[config.mk]
export PLATFORM = sky130hd
export DESIGN_NAME = freq_mult
export DESIGN_NICKNAME = d
export VERILOG_FILES = /design/src/rtl/fm_pkg.sv /design/src/rtl/fm_edge_sync.sv /design/src/rtl/fm_period_meter.sv /design/src/rtl/fm_var_divider.sv /design/src/rtl/freq_mult.sv
export SDC_FILE = /design/constraint.sdc
export NUM_CORES = 1
export LEC_CHECK = 0
export CAP_MARGIN = 15
export CORE_MARGIN = 3
export CORE_UTILIZATION = 42
export CTS_BUF_LIST = sky130_fd_sc_hd__clkbuf_8
export DETAILED_ROUTE_END_ITERATION = 8
export DONT_BUFFER_PORTS = 1
export HOLD_SLACK_MARGIN = 0.03
export REMOVE_ABC_BUFFERS = 1
export SYNTH_ARGS = -nofsm -noshare
export SYNTH_HDL_FRONTEND = slang
export SYNTH_SLANG_ARGS = --single-unit
[constraint.sdc]
create_clock -name clk -period 2.95 [get_ports clk]
set_input_delay 0.4425 -clock clk [delete_from_list [all_inputs] [get_ports clk]]
set_output_delay 0.4425 -clock clk [all_outputs]
set_load 0.01 [all_outputs]
[src/rtl/fm_pkg.sv]
package fm_pkg;

    typedef enum logic {
        MUL_X10  = 1'b0,
        MUL_X100 = 1'b1
    } mul_sel_e;

    typedef enum logic [1:0] {
        EDGE_ARM    = 2'd0,
        EDGE_SAT    = 2'd1,
        EDGE_SHORT  = 2'd2,
        EDGE_ACCEPT = 2'd3
    } edge_kind_e;

    function automatic logic pick_tick(mul_sel_e s, logic t10, logic t100);
        return (s == MUL_X100) ? t100 : t10;
    endfunction

endpackage

[src/rtl/fm_edge_sync.sv]
module fm_edge_sync #(
    parameter int STAGES = 2
) (
    input  logic clk,
    input  logic rst,
    input  logic din,
    output logic rise
);
    logic [STAGES:0] sh;

    always_ff @(posedge clk) begin
        if (rst) sh <= '0;
        else     sh <= {sh[STAGES-1:0], din};
    end

    assign rise = sh[STAGES-1] & ~sh[STAGES];
endmodule

[src/rtl/fm_period_meter.sv]
module fm_period_meter
    import fm_pkg::*;
#(
    parameter int CNT_W     = 12,
    parameter int MIN_TICKS = 4
) (
    input  logic             clk,
    input  logic             rst,
    input  logic             edge_in,
    input  logic             ref_tick,
    output logic [CNT_W-1:0] count,
    output logic             valid,
    output logic             load
);
    localparam logic [CNT_W-1:0] SAT_VAL = {CNT_W{1'b1}};
    localparam logic [CNT_W-1:0] MIN_VAL = CNT_W'(MIN_TICKS);

    logic             armed;
    logic [CNT_W-1:0] run_cnt;
    edge_kind_e       kind;

    always_comb begin
        if (!armed)                kind = EDGE_ARM;
        else if (run_cnt == SAT_VAL) kind = EDGE_SAT;
        else if (run_cnt < MIN_VAL)  kind = EDGE_SHORT;
        else                         kind = EDGE_ACCEPT;
    end

    always_ff @(posedge clk) begin
        if (rst) begin
            armed   <= 1'b0;
            run_cnt <= '0;
            count   <= '0;
            valid   <= 1'b0;
            load    <= 1'b0;
        end else begin
            load <= 1'b0;
            if (edge_in) begin
                case (kind)
                    EDGE_ARM: begin
                        armed   <= 1'b1;
                        run_cnt <= '0;
                        valid   <= 1'b0;
                    end
                    EDGE_SAT: begin
                        run_cnt <= '0;
                        valid   <= 1'b0;
                    end
                    EDGE_SHORT: begin
                        valid <= 1'b0;
                        if (ref_tick) run_cnt <= run_cnt + 1'b1;
                    end
                    default: begin
                        count   <= run_cnt;
                        valid   <= 1'b1;
                        load    <= 1'b1;
                        run_cnt <= '0;
                    end
                endcase
            end else begin
                if (ref_tick && run_cnt != SAT_VAL) run_cnt <= run_cnt + 1'b1;
                if (run_cnt == SAT_VAL) valid <= 1'b0;
            end
        end
    end
endmodule

[src/rtl/fm_var_divider.sv]
module fm_var_divider #(
    parameter int CNT_W = 12
) (
    input  logic             clk,
    input  logic             rst,
    input  logic             tick,
    input  logic             load,
    input  logic [CNT_W-1:0] new_mod,
    output logic             wave
);
    logic             running;
    logic [CNT_W-1:0] mod_q;
    logic [CNT_W-1:0] pend_q;
    logic [CNT_W-1:0] div_cnt;
    logic             terminal;

    assign terminal = (div_cnt == mod_q - CNT_W'(1));

    always_ff @(posedge clk) begin
        if (rst) begin
            running <= 1'b0;
            mod_q   <= '0;
            pend_q  <= '0;
            div_cnt <= '0;
            wave    <= 1'b0;
        end else if (!running) begin
            if (load) begin
                running <= 1'b1;
                mod_q   <= new_mod;
                pend_q  <= new_mod;
                div_cnt <= '0;
            end
        end else begin
            if (load) pend_q <= new_mod;
            if (tick) begin
                if (terminal) begin
                    wave    <= ~wave;
                    div_cnt <= '0;
                    mod_q   <= pend_q;
                end else begin
                    div_cnt <= div_cnt + 1'b1;
                end
            end
        end
    end
endmodule

[src/rtl/freq_mult.sv]
module freq_mult
    import fm_pkg::*;
#(
    parameter int CNT_W       = 12,
    parameter int MIN_TICKS   = 4,
    parameter int SYNC_STAGES = 2
) (
    input  logic             clk,
    input  logic             rst,
    input  logic             sig_in,
    input  logic             ref_tick,
    input  logic             fast_tick_x10,
    input  logic             fast_tick_x100,
    input  logic             sel_x100,
    output logic             mult_out,
    output logic [CNT_W-1:0] period_count,
    output logic             period_valid
);
    logic edge_pulse;
    logic tick_sel;
    logic load;

    assign tick_sel = pick_tick(mul_sel_e'(sel_x100), fast_tick_x10, fast_tick_x100);

    fm_edge_sync #(.STAGES(SYNC_STAGES)) u_sync (
        .clk  (clk),
        .rst  (rst),
        .din  (sig_in),
        .rise (edge_pulse)
    );

    fm_period_meter #(.CNT_W(CNT_W), .MIN_TICKS(MIN_TICKS)) u_meter (
        .clk      (clk),
        .rst      (rst),
        .edge_in  (edge_pulse),
        .ref_tick (ref_tick),
        .count    (period_count),
        .valid    (period_valid),
        .load     (load)
    );

    fm_var_divider #(.CNT_W(CNT_W)) u_div (
        .clk     (clk),
        .rst     (rst),
        .tick    (tick_sel),
        .load    (load),
        .new_mod (period_count),
        .wave    (mult_out)
    );
endmodule

==> impl.org <==
** STA
- Maximum frequency from static timing analysis :: 362 MHz
- Worst clock skew :: 4.74 ps
- Number of hold violations in the final report :: 0
- At the pin with the least slew margin, the transition time is 774 ps.
- Setup TNS :: 0 ps
- Share of the clock period used by the worst path after layout :: 0.935
- Counting I/O delays and the setup requirement, the final critical path takes 2760 ps.
- Setup repair after global routing left no endpoint under its margin.
- Setup violations remaining at the end of the flow were counted as 0.
- Worst relative slew slack :: 0.484
- The final number of max-transition violations was 0.

** Setup path
- Type of origin of the critical path :: flop
- Required time worst endpoint :: 3170 ps
- The worst register-to-register path begins at u_div.mod_q[3].
- Reg-to-reg endpoint :: u_div.mod_q[0]
- Crit path max fanout :: 10
- Data on the critical path arrives at its endpoint at 2980 ps.
- STA classifies the critical path endpoint as a flop.
- The critical path is of the flop to flop type.
- The worst register-to-register path has a setup slack of 190 ps.
- Counting cells, the worst reg-to-reg path comes to 7.

** GRT
- Across every metal layer, demand over resource in global routing totals 0.167.
- For this run the aggregate overflow at the end of global routing stands at 0.
- The via count of the first global-routing pass came to 2391.
- Initial antenna violation count :: 0
- The first global-routing pass estimated 11.7 mm of wire.
- Entering global routing, the biggest net connects 52 pins.

** Synthesis
- Synthesized area per cell :: 9.16 um^2
- In the synthesized netlist the dominant register cell turns out to be sky130_fd_sc_hd__dfxtp_1.
- The synthesized design spends more area on one cell type than any other, namely sky130_fd_sc_hd__dfxtp_1.
- Netlist area before placement :: 3350 um^2
- Share of synthesized flip-flops with an asynchronous set or reset :: 0
- The synthesized netlist contains 51 unique library cells.
- After synthesis the netlist holds a flip-flop and latch count of 68.
- Post-Syn Instances :: 366
- Yosys printed 0 warnings.
- Yosys mapped a number of flops with a built-in enable equal to 0.
- Cells taking the most area after synthesis :: sky130_fd_sc_hd__dfxtp_1 (41%), sky130_fd_sc_hd__mux2i_1 (10%), sky130_fd_sc_hd__nor2_1 (7.7%)
- Share of synthesized area occupied by flip-flops and latches :: 0.406
- Of the post-synthesis cell area, the dominant cell type holds 0.406.

** Finish
- 0 antenna diodes ended up in the layout.
- Fraction of final layout cells sized beyond drive strength 1 :: 0.114
- Final layout net count :: 374
- The area growth from synthesis to layout is 7.98%.
- The count of cells in the finished layout, fillers not included, comes to 467.

** Detailed routing
- First-pass detailed-route iteration total :: 4
- Post-detailed-route wirelength per cell :: 14.8 um
- In the routed layout, each cell is associated on average with a via count of 5.35.
- Across all layers, the routed design uses 2499 vias.
- Wire length after detailed routing :: 6.93 mm
- The count of nets left with antenna violations once routing finished came out at 0.
- In the routed design, unresolved DRC markers number 0.
- Initial DRC Count :: 116

** CTS
- Hold repair after CTS inserted 0 buffers.
- The clock passes through at most 2 buffers.
- Clock tree from TritonCTS :: yes
- Clock buffer count from CTS :: 9
- For the worst-skew pair, the clock arrives at the later sink with an insertion delay of 340 ps.
- TritonCTS Sinks :: 68
- The H-tree generated during clock tree synthesis spans 3 levels.
- Clock Pin Slew Worst Setup and Hold Paths :: 70 ps
- Root buffer cell :: sky130_fd_sc_hd__clkbuf_8

** Pwr
- For this design the static power due to leakage is 1.51 nW.
- For this design the ratio of total power to cell area is 466 nW/um^2.
- Total Power :: 1.69 mW
- Worst VDD drop :: 0.264 mV

** Placement
- Last weighted congestion value of the routability-driven placer :: 0.926
- The HPWL after detailed placement is 4.89 mm.
- Total placed cells including tap cells :: 452
- IO buf count :: 0

** Die
- Area of the die :: 9090 um^2
- DIE WIDTH :: 95.4 um
- For this configuration, the core starts out at a cell density of 0.448.
- IO Count :: 21
- Area of the core region :: 7490 um^2
- The floorplan has 31 rows.
- The floorplan step set the die height to 95.4 um.

** Worst hold path
- The worst hold path terminates at u_div.mod_q[5].
- The worst hold path belongs to the class input port to flop.
- The startpoint identified for the worst hold timing path is rst.
- Counting instances, the worst hold path has a depth of 1.

** Run
- Number of maximum-capacitance violations :: 0

** Status
- Status :: completed
timing repair:
item                                    in CTS  in global routing
resized for setup                            0                  1
endpoints found under the setup margin       0                  6
hold endpoints to repair                     0                  0
setup buffers                                0                  0
kinds of logic after synthesis:
| group | after synthesis | share of synthesized area |
|---|---|---|
| simple gates | 154 | 0.230 |
| flops | 68 | 0.406 |
| mux | 44 | 0.135 |
| compound gates | 42 | 0.105 |
| xor+xnor | 31 | 0.0810 |
| buf+inv | 24 | 0.0325 |
| fa+ha+maj | 3 | 0.0112 |
how the worst max path moves through the flow:
| stage | from | endpoint | slack, ps | cells after the start |
|---|---|---|---|---|
| detailed placement | u_div.mod_q[0] | u_div.mod_q[10] | 150 | 11 |
| global placement | u_div.mod_q[0] | u_div.mod_q[7] | 220 | 11 |
| global route | u_div.mod_q[0] | u_div.mod_q[0] | 10 | 9 |
| finish | u_div.mod_q[3] | u_div.mod_q[0] | 190 | 7 |
| CTS | u_div.mod_q[0] | u_div.mod_q[10] | 140 | 11 |
| floorplan | u_div.mod_q[0] | u_div.mod_q[0] | 140 | 9 |
registers in the layout, summed over array words and instances (netlist names), 3 cells and up:
signal	flops
u_meter.count	12
u_meter.run_cnt	12
u_div.pend_q	12
u_sync.sh	3
u_div.div_cnt	12
u_div.mod_q	12
layer usage:
| metal | global-route usage | part of all wire | up-vias |
|---|---|---|---|
| li1 | - | - | 1282 |
| met1 | 0.219 | 0.49 | 1171 |
| met2 | 0.252 | 0.44 | 38 |
| met3 | 0.0624 | 0.051 | 8 |
| met4 | 0.0541 | 0.011 | 0 |
| met5 | 0 | 0 | - |
where the power goes:
group	leakage [nW]	switching [mW]	total, mW	internal, mW
Clock	0.106	0.336	0.734	0.398
Combinational	0.851	0.0140	0.0253	0.0113
Sequential	0.549	0.00523	0.928	0.923
per-stage QoR:
step / hold slack (ps) / util / area [um^2] / setup WS (ps)
after detailed placement: 436 / 0.459 / 3440 / 147
after floorplan: 414 / - / 3260 / 143
after global placement: 417 / 0.459 / 3440 / 220
after CTS: 144 / 0.484 / 3620 / 138
final: 169 / 0.484 / 3620 / 191
after global routing: 138 / 0.484 / 3620 / 12.9
Yosys cell counts (all sizes together), types with 2 or more instances:
cell type / instances
buf: 10
o21bai: 2
nand3: 10
and4: 4
nor3: 4
o21ai: 3
o31a: 2
or3: 3
inv: 4
ha: 3
nor3b: 3
or4: 3
dfxtp: 68
nor2: 69
and3: 6
mux2i: 35
a311o: 2
a21o: 2
and2: 4
nand2b: 4
xnor2: 13
mux2: 9
nand4: 8
xor2: 18
a211oi: 7
nor2b: 9
or2: 5
nand2: 13
nor4: 7
clkbuf: 10
o211ai: 2
o22ai: 2
a21oi: 8
a31oi: 4
cells in the final DEF, fill, tap and decap left out, drive strengths merged, types with 4 or more instances in the layout:
cell and n:
nor2 69, dfxtp 68, mux2i 35, xor2 18
nand2 13, xnor2 13, nand3 10, clkbuf 10
nor2b 9, mux2 9, nand4 8, a21oi 8
inv 7, a211oi 7, buf 7, nor4 7
and3 6, or2 5, and4 4, and2 4
nand2b 4, nor3 4, a31oi 4
critical path, stage by stage, from the launching register on:
cell                       delay [ps]
sky130_fd_sc_hd__dfxtp_1          370
sky130_fd_sc_hd__or4_1            680
sky130_fd_sc_hd__nor4_1           290
sky130_fd_sc_hd__o21ai_1          120
sky130_fd_sc_hd__a211oi_1         490
sky130_fd_sc_hd__a31oi_4          240
sky130_fd_sc_hd__a211oi_1         350
sky130_fd_sc_hd__a211oi_1          80
cell type report:
class	count	area, um^2
Sequential cell	68	1360
Tap cell	99	124
Clock buffer	10	138
Inverter	4	15.0
Multi-Input combinational cell	274	1880
Timing Repair Buffer	7	52.6
Clock inverter	5	46.3
Fill cell	731	3860
(Power assumes the default switching activity.)
